$ cat config.mk
export PLATFORM = sky130hd
export DESIGN_NAME = show_ahead_fifo
export DESIGN_NICKNAME = d
export VERILOG_FILES = /design/src/rtl/sfifo_pkg.sv /design/src/rtl/sfifo_store.sv /design/src/rtl/sfifo_mature.sv /design/src/rtl/sfifo_cmp.sv /design/src/rtl/show_ahead_fifo.sv
export SDC_FILE = /design/constraint.sdc
export NUM_CORES = 1
export LEC_CHECK = 0
export BUFFER_PORTS_ARGS = -buffer_cell sky130_fd_sc_hd__clkbuf_2
export CAP_MARGIN = 20
export CORE_ASPECT_RATIO = 1.4
export CORE_MARGIN = 3
export CORE_UTILIZATION = 50
export CTS_CLUSTER_DIAMETER = 50
export DETAILED_ROUTE_END_ITERATION = 10
export HOLD_SLACK_MARGIN = 0.06
export PLACE_DENSITY = 0.67
export SLEW_MARGIN = 20
export SYNTH_ARGS = -nofsm -noshare
export SYNTH_HDL_FRONTEND = slang
export SYNTH_HIERARCHICAL = 1
export SYNTH_SLANG_ARGS = --single-unit
$ cat constraint.sdc
create_clock -name clk -period 3.7 [get_ports clk]
set_input_delay 0.185 -clock clk [delete_from_list [all_inputs] [get_ports clk]]
set_output_delay 0.185 -clock clk [all_outputs]
set_load 0.1 [all_outputs]
$ cat src/rtl/sfifo_pkg.sv
package sfifo_pkg;

    // Single-cycle misuse indications raised by the queue
    typedef struct packed {
        logic drop_wr;   // write refused: queue held DEPTH words
        logic bad_ack;   // acknowledge with no visible word
    } sfifo_evt_t;

endpackage

$ cat src/rtl/sfifo_store.sv
module sfifo_store #(
    parameter int WIDTH = 16,
    parameter int DEPTH = 8,
    localparam int AW = (DEPTH > 1) ? $clog2(DEPTH) : 1
) (
    input  logic             clk,
    input  logic             we,
    input  logic [AW-1:0]    waddr,
    input  logic [WIDTH-1:0] wdata,
    input  logic [AW-1:0]    raddr,
    output logic [WIDTH-1:0] rdata
);

    logic [WIDTH-1:0] mem_q [DEPTH];

    always_ff @(posedge clk) begin
        if (we) begin
            mem_q[waddr] <= wdata;
        end
    end

    assign rdata = mem_q[raddr];

endmodule

$ cat src/rtl/sfifo_mature.sv
module sfifo_mature #(
    parameter int STAGES = 2
) (
    input  logic clk,
    input  logic rst,
    input  logic in_bit,
    output logic out_bit
);

    logic [STAGES-1:0] pipe_d, pipe_q;

    generate
        if (STAGES == 1) begin : g_one
            always_comb pipe_d = in_bit;
        end else begin : g_many
            always_comb pipe_d = {pipe_q[STAGES-2:0], in_bit};
        end
    endgenerate

    always_ff @(posedge clk) begin
        if (rst) pipe_q <= '0;
        else     pipe_q <= pipe_d;
    end

    assign out_bit = pipe_q[STAGES-1];

endmodule

$ cat src/rtl/sfifo_cmp.sv
module sfifo_cmp #(
    parameter int CW  = 4,
    parameter int THR = 1
) (
    input  logic [CW-1:0] count,
    output logic          above
);

    always_comb above = (32'(count) > THR);

endmodule

$ cat src/rtl/show_ahead_fifo.sv
module show_ahead_fifo
    import sfifo_pkg::*;
#(
    parameter int WIDTH     = 16,
    parameter int DEPTH     = 8,
    parameter int FILL_THR  = 1,
    parameter int FULL_THR  = 6,
    parameter int VALID_LAT = 3
) (
    input  logic             clk,
    input  logic             rst,
    input  logic             wr_en,
    input  logic [WIDTH-1:0] wr_data,
    input  logic             rd_ack,
    output logic [WIDTH-1:0] rd_data,
    output logic             rd_valid,
    output logic             fill_flag,
    output logic             full_flag,
    output logic             overflow,
    output logic             ack_err
);

    localparam int AW     = (DEPTH > 1) ? $clog2(DEPTH) : 1;
    localparam int CW     = $clog2(DEPTH + 1);
    localparam int STAGES = VALID_LAT - 1;
    localparam logic [CW-1:0] CNT_MAX = CW'(DEPTH);
    localparam logic [AW-1:0] PTR_MAX = AW'(DEPTH - 1);

    typedef struct packed {
        logic [AW-1:0] wr_ptr;
        logic [AW-1:0] rd_ptr;
        logic [CW-1:0] count;   // all held words, visible or not
        logic [CW-1:0] avail;   // words that have reached the output
        sfifo_evt_t    evt;
    } state_t;

    state_t st_d, st_q;
    logic   push, pop, matured;

    function automatic logic [AW-1:0] bump(input logic [AW-1:0] p);
        return (p == PTR_MAX) ? '0 : p + AW'(1);
    endfunction

    always_comb begin
        st_d = st_q;
        push = wr_en && (st_q.count != CNT_MAX);
        pop  = rd_ack && (st_q.avail != '0);

        if (push) st_d.wr_ptr = bump(st_q.wr_ptr);
        if (pop)  st_d.rd_ptr = bump(st_q.rd_ptr);

        st_d.count = st_q.count + CW'(push) - CW'(pop);
        st_d.avail = st_q.avail + CW'(matured) - CW'(pop);

        st_d.evt.drop_wr = wr_en && (st_q.count == CNT_MAX);
        st_d.evt.bad_ack = rd_ack && (st_q.avail == '0);
    end

    always_ff @(posedge clk) begin
        if (rst) st_q <= '0;
        else     st_q <= st_d;
    end

    sfifo_store #(.WIDTH(WIDTH), .DEPTH(DEPTH)) u_store (
        .clk   (clk),
        .we    (push),
        .waddr (st_q.wr_ptr),
        .wdata (wr_data),
        .raddr (st_q.rd_ptr),
        .rdata (rd_data)
    );

    sfifo_mature #(.STAGES(STAGES)) u_mature (
        .clk     (clk),
        .rst     (rst),
        .in_bit  (push),
        .out_bit (matured)
    );

    sfifo_cmp #(.CW(CW), .THR(FILL_THR)) u_fill_cmp (
        .count (st_q.count),
        .above (fill_flag)
    );

    sfifo_cmp #(.CW(CW), .THR(FULL_THR)) u_full_cmp (
        .count (st_q.count),
        .above (full_flag)
    );

    assign rd_valid = (st_q.avail != '0);
    assign overflow = st_q.evt.drop_wr;
    assign ack_err  = st_q.evt.bad_ack;

endmodule

==> metrics.md, run 1 <==
| Metric | Value |
|---|---|
| Reg2Reg Setup Slack | `1.24 ns` |
| Area grow syn2layout | `19.9%` |
| Pre-antenna DRT Iters | `4` |
| CTS tree | `done` |
| Initial drt markers | `184` |
| Final WS setup | `0.736 ns` |
| Most numerous cell in the Yosys netlist | `edfxtp_1` |
| Post-synth ARST share | `0` |
| R2R Path Start | `st_q[4]` |
| Vias after detailed routing | `2917` |
| Setup TNS | `0 ns` |
| Vias in the first global route | `3059` |
| IO Port Bufs | `40` |
| Top-area cell type share of the netlist area | `0.651` |
| Syn Area/Cell | `20.0 µm²` |
| Clock root buffer | `clkbuf_16` |
| Setup violators final | `0` |
| CP arrival | `2.78 ns` |
| FILL cells | `between 700 and 800` |
| Fin Clk Skew | `0.00980 ns` |
| Clock transition at the registers of the reported paths | `0.06 ns` |
| P_leak | `around 2.5 nW` |
| Core footprint | `0.0115 mm²` |
| Htree depth | `4` |
| Status | `finished clean` |
| List of most frequent post-synthesis cells | `edfxtp_1 (128), mux4_1 (28), dfxtp_1 (18), mux2_2 (17), nor2_1 (13)` |
| Placer Congestion | `~0.73` |
| Slew Limit Fails | `0` |
| Area of the mapped netlist | `about 0.0059 mm²` |
| Global-route wire length before repair | `16200 µm` |
| EDFF count, synth | `128` |
| Gr usage total | `0.165` |
| Crit path to | `rd_data[11]` |
| Top post-synthesis cells by area | `edfxtp_1 (65%), mux4_1 (12%), dfxtp_1 (6.1%), mux2_2 (3.2%), ha_1 (2.5%)` |
| Die area | `0.0132 mm²` |
| Io pins | `41` |
| Final min period | `2.96 ns` |
| Cell Pwr Density | `752 mW/mm²` |
| Post-Syn Instances | `around 300` |
| Worst VDD drop | `0.497 mV` |
| Total gr overflow | `0` |
| Endpoints failing hold | `0` |
| # clock sinks | `146` |
| FF+latch area | `0.00421 mm²` |
| Start point of the critical path | `st_q[10]` |
| Routed vias/inst | `5.55` |
| Critical path launch point type | `flip-flop` |
| Netlist cell types | `32` |
| Routed length per instance | `~19 µm` |
| Synth Flop Type | `edfxtp_1` |
| Final Cycle Share | `0.801` |
| Largest fanout on the critical path | `35` |
| R2r worst-path depth | `10` |
| DP Wirelength | `a little over 6000 µm` |
| RSZ-0062 raised after global routing | `no` |
| Endpoint class of the critical path | `output port` |
| DRC Markers | `0` |
| Starting density of the core | `0.516` |
| Final ANT Viol Nets | `0` |
| Actual slew at the worst max-slew pin | `1.07 ns` |
| Worst Hold Class | `in -> reg` |
| Kind of critical path | `reg -> out` |
| Post-Place Setup Slack | `1.10 ns` |
| Syn Nets | `330` |
| Yosys warnings | `6` |
| Clock latency on the worst-skew pair | `0.41 ns` |
| Initial antenna violation count | `0` |
| Layout cells sized above 1 | `0.275` |
| Largest net degree at the start of global routing | `36` |
| Die width | `97.9 µm` |
| Max Cap Viol | `0` |
| # rows | `46` |
| Largest area contributor in the netlist | `edfxtp_1` |
| Rel. slew slack | `0.285` |
| CTS max path bufs | `2` |
| Worst endpoint required time | `3.51 ns` |
| CTS Buf Count | `17` |
| Multi-input logic area | `about 0.0016 mm²` |
| Final WL | `~10000 µm` |
| Reg2reg end | `st_q[9]` |
| Final #Nets | `404` |
| # diodes | `0` |
| Die Span Y | `135 µm` |
| Number of synthesized register bits | `about 150` |
| Post-CTS Setup Repair Bufs | `0` |
| Register area share after synthesis | `0.712` |
| Peak Freq | `0.337 GHz` |
[placed cells by master (no fill, tap or decap), types with 2 or more instances in the layout]
cell type / synthesis / routed
a21oi_1: 6 / 6
buf_4: 0 / 10
bufinv_16: 0 / 5
clkbuf_16: 0 / 17
clkbuf_2: 1 / 40
clkinv_1: 0 / 3
clkinv_2: 0 / 4
dfxtp_1: 18 / 16
dfxtp_2: 0 / 2
dlygate4sd3_1: 0 / 17
edfxtp_1: 128 / 128
fa_1: 2 / 2
ha_1: 12 / 12
inv_1: 10 / 10
mux2_2: 17 / 17
mux4_1: 28 / 28
mux4_2: 4 / 4
nand2_1: 3 / 3
nand2b_1: 7 / 7
nand3_1: 4 / 4
nand4b_1: 2 / 2
nor2_1: 13 / 13
nor2b_1: 5 / 5
nor3_1: 4 / 2
nor3_2: 0 / 2
nor3b_1: 2 / 2
o21ai_0: 6 / 6
or3_1: 2 / 2
xnor2_1: 2 / 2
xor2_1: 2 / 2
[state kept, by name (all words and copies together) (netlist names)]
| name | flops |
|---|---|
| u_mature/pipe_q | 2 |
| st_q | 14 |
| u_store/mem_q | 128 |
| overflow | 1 |
| ack_err | 1 |
[critical path, cell delays in order, from the launching register on]
cell	delay [ns]
dfxtp_2	1.03
mux4_1	0.67
mux2_2	0.28
clkbuf_2	0.37
[logic make-up after synthesis]
family	after synthesis	share of synthesized area
muxes	49	0.172
xor gates and xnor gates	4	0.00593
DFF	146	0.712
buffers and inverters	22	0.0205
AOI/OAI and AO/OA	15	0.0144
and+or+nand+nor	46	0.0430
adders and majority gates	14	0.0322
[report_power, final]
part	leakage, nW	internal, mW	switching, mW	total, mW
Sequential	1.31	1.93	0.131	2.06
Clock	0.306	1.18	0.591	1.77
Combinational	0.888	0.450	1.04	1.49
[timing repair]
item,in CTS,in global routing
gates resized for setup,0,0
setup endpoints to repair,0,0
endpoints found under the hold margin,114,0
hold buffers,17,0
[cell type report]
cell class | count | share of cell area
clock buffers | 18 | 0.0606
clock inverters | 13 | 0.0269
inverters | 10 | 0.00530
multi-input cells | 128 | 0.225
repair buffers | 67 | 0.0629
well taps | 144 | 0.0254
flip-flops and latches | 146 | 0.594
[routing by layer]
layer / track usage / vias up / wire length, µm
met1: 0.198 / 1480 / 4090
met2: 0.283 / 64 / 5410
li1: - / 1357 / -
met5: 0 / - / 0
met3: 0.0439 / 16 / 394
met4: 0.0685 / 0 / 174
[per-stage QoR]
stage	cells	hold WS, ns	total power, mW	utilization	cell area (µm²)
2_1_floorplan	296	0.257	3.36	-	5910
3_3_place_gp	478	0.420	3.56	0.549	6290
3_5_place_dp	478	0.447	3.59	0.549	6290
4_1_cts	526	0.0617	5.39	0.618	7080
5_1_grt	526	0.0709	5.57	0.618	7080
6_report	526	0.0831	5.33	0.618	7080
[worst min-delay path by stage]
stage                     cells after the start             endpoint          startpoint
final                                         1  u_store/mem_q[0][6]          wr_data[6]
after global routing                          1  u_store/mem_q[0][6]          wr_data[6]
after CTS                                     1  u_store/mem_q[0][6]          wr_data[6]
after detailed placement                      1   u_mature/pipe_q[1]  u_mature/pipe_q[0]
after global placement                        1   u_mature/pipe_q[1]  u_mature/pipe_q[0]
after floorplan                               1   u_mature/pipe_q[0]                 rst
Power figures use the tool's default switching activity.
==> run 2, diff against run 1 <==
clock period = 2.9 ns   (was 3.7 ns; I/O delays follow)
==> run 2 against run 1 <==
Critical path depth stayed put. Via count is 0.24% higher. Highest routed layer unchanged. Sequential power is 28% higher. Sequential share of layout area is 0.25 points higher. Power is 23% higher. Setup slack worse by 0.45 ns. Critical path type unchanged. Routed wire length hardly changed.
==> metrics.md, run 2 (synthesized netlist as in run 1, its figures left out) <==
| Metric | Value |
|---|---|
| Status | `finished clean` |
| P_leak | `2.48 nW (-0.90%)` |
| FF+latch area | `0.00421 mm² (about the same)` |
| Endpoints failing hold | `0 (unchanged)` |
| Die width | `97.9 µm (unchanged)` |
| # clock sinks | `146 (unchanged)` |
| Vias in the first global route | `3110 (+1.7%)` |
| # rows | `46 (unchanged)` |
| Slew Limit Fails | `0 (unchanged)` |
| Io pins | `41 (unchanged)` |
| Final min period | `2.62 ns` |
| DP Wirelength | `6040 µm (-0.12%)` |
| Largest fanout on the critical path | `35 (unchanged)` |
| Hold_sp | `rst` |
| Post-CTS Setup Repair Bufs | `0 (unchanged)` |
| FILL cells | `829 (+3.8%)` |
| Setup TNS | `0 ns (unchanged)` |
| Worst VDD drop | `0.836 mV (+68%)` |
| Initial antenna violation count | `0 (unchanged)` |
| Final ANT Viol Nets | `0 (unchanged)` |
| Peak Freq | `0.382 GHz` |
| Multi-input logic area | `0.00159 mm² (unchanged)` |
| Cell Pwr Density | `926 mW/mm² (+23%)` |
| Pre-antenna DRT Iters | `6 (+2)` |
| Area grow syn2layout | `19.4%` |
| Max Cap Viol | `0 (unchanged)` |
| Final WL | `10100 µm (about the same)` |
| Fin Clk Skew | `0.00924 ns (-0.000568 ns)` |
| RSZ-0062 raised after global routing | `no` |
| Starting density of the core | `0.516 (unchanged)` |
| Die Span Y | `135 µm (unchanged)` |
| # diodes | `0 (unchanged)` |
| Overall power | `6.54 mW (+23%)` |
| CP arrival | `2.47 ns (-0.31 ns)` |
| Htree depth | `4 (unchanged)` |
| DRC Markers | `0 (unchanged)` |
| Vias after detailed routing | `2924 (+0.24%)` |
| Clock latency on the worst-skew pair | `0.41 ns (about the same)` |
| Layout cells sized above 1 | `0.286 (+0.0112)` |
| Die area | `0.0132 mm² (unchanged)` |
| Endpoint class of the critical path | `output port` |
| Regs by FF count | `u_store/mem_q x128, st_q x14, u_mature/pipe_q x2` |
| Kind of critical path | `reg -> out` |
| Final Cycle Share | `0.903` |
| Most flops, register | `u_store/mem_q` |
| IO Port Bufs | `40 (unchanged)` |
| Clock transition at the registers of the reported paths | `0.05 ns (about the same)` |
| Routed length per instance | `18.9 µm (-1.1%)` |
| Final hold slack | `0.203 ns (+0.120 ns)` |
| Actual slew at the worst max-slew pin | `1.02 ns (-0.0540 ns)` |
| Commonest non-fill, non-tap cell in the layout | `edfxtp_1` |
| Core footprint | `0.0115 mm² (unchanged)` |
| Worst endpoint required time | `2.76 ns (-0.75 ns)` |
| Rel. slew slack | `0.320 (+0.0351)` |
| R2R Path Start | `st_q[4]` |
| CTS tree | `done` |
| Gr usage total | `0.166 (+0.000635)` |
| Highest-count cells in the layout ignoring fill and taps | `edfxtp_1 (128), clkbuf_2 (40), mux4_1 (28), dlygate4sd3_1 (18)` |
| Final #Nets | `409 (+1.2%)` |
| Worst Hold Class | `in -> reg` |
| Routed vias/inst | `5.50 (-0.89%)` |
| Global-route wire length before repair | `16300 µm (+0.56%)` |
| Largest net degree at the start of global routing | `36 (unchanged)` |
| Total gr overflow | `0 (unchanged)` |
| Clock root buffer | `clkbuf_16` |
| Initial drt markers | `175 (-4.9%)` |
| CTS max path bufs | `2 (unchanged)` |
| Setup violators final | `0 (unchanged)` |
| Critical path launch point type | `flip-flop` |
| Max reg flops | `128 (unchanged)` |
| CTS Buf Count | `17 (unchanged)` |
| Start point of the critical path | `st_q[10]` |
| Placer Congestion | `0.721 (-1.9%)` |
## run 2: power breakdown
group          leakage (nW)  total [mW]  internal, mW  switching (mW)
Sequential             1.31        2.63          2.46           0.165
Clock                 0.258        1.99          1.22           0.770
Combinational         0.913        1.92         0.584            1.34
Total                  2.48        6.54          4.26            2.27
## run 2: metal layers
metal	vias up	GRT usage	wire length, µm
met1	1482	0.204	4160
met2	66	0.276	5320
met4	0	0.0701	191
li1	1363	-	-
met5	-	0	0
met3	13	0.0455	395
## run 2: cell type report
cell class	instances	area share
clock buffers	22	0.0658
multi-input cells	128	0.226
well taps	144	0.0255
clock inverters	10	0.0124
repair buffers	72	0.0688
inverters	10	0.00532
flip-flops and latches	146	0.597
## run 2: what timing repair did
| action | CTS | global route |
|---|---|---|
| setup endpoints to repair | 16 | 0 |
| hold buffers | 18 | 0 |
| endpoints found under the hold margin | 133 | 0 |
| gates resized for setup | 1 | 0 |
## run 2: critical path, stage by stage, from the launching register on
cell      delay [ns]
dfxtp_4         0.72
mux4_1          0.65
mux2_2          0.29
clkbuf_2        0.37
## run 2: worst paths after layout
path | slack [ns] | depth (start not counted) | end
max | 0.28 | 3 | rd_data[0]
min | 0.20 | 2 | st_q[10]
max reg2reg | 0.44 | 10 | st_q[9]
min reg2reg | 0.45 | 1 | u_mature/pipe_q[1]
## run 2: metrics by stage
| step | area (µm²) | worst slack (ns) | util | instances |
|---|---|---|---|---|
| global route | 7060 | 0.164 | 0.616 | 532 |
| global placement | 6320 | 0.375 | 0.552 | 482 |
| finish | 7060 | 0.281 | 0.616 | 532 |
| CTS | 7060 | 0.241 | 0.616 | 532 |
| floorplan | 5910 | 0.0684 | - | 296 |
| detailed placement | 6320 | 0.344 | 0.552 | 482 |
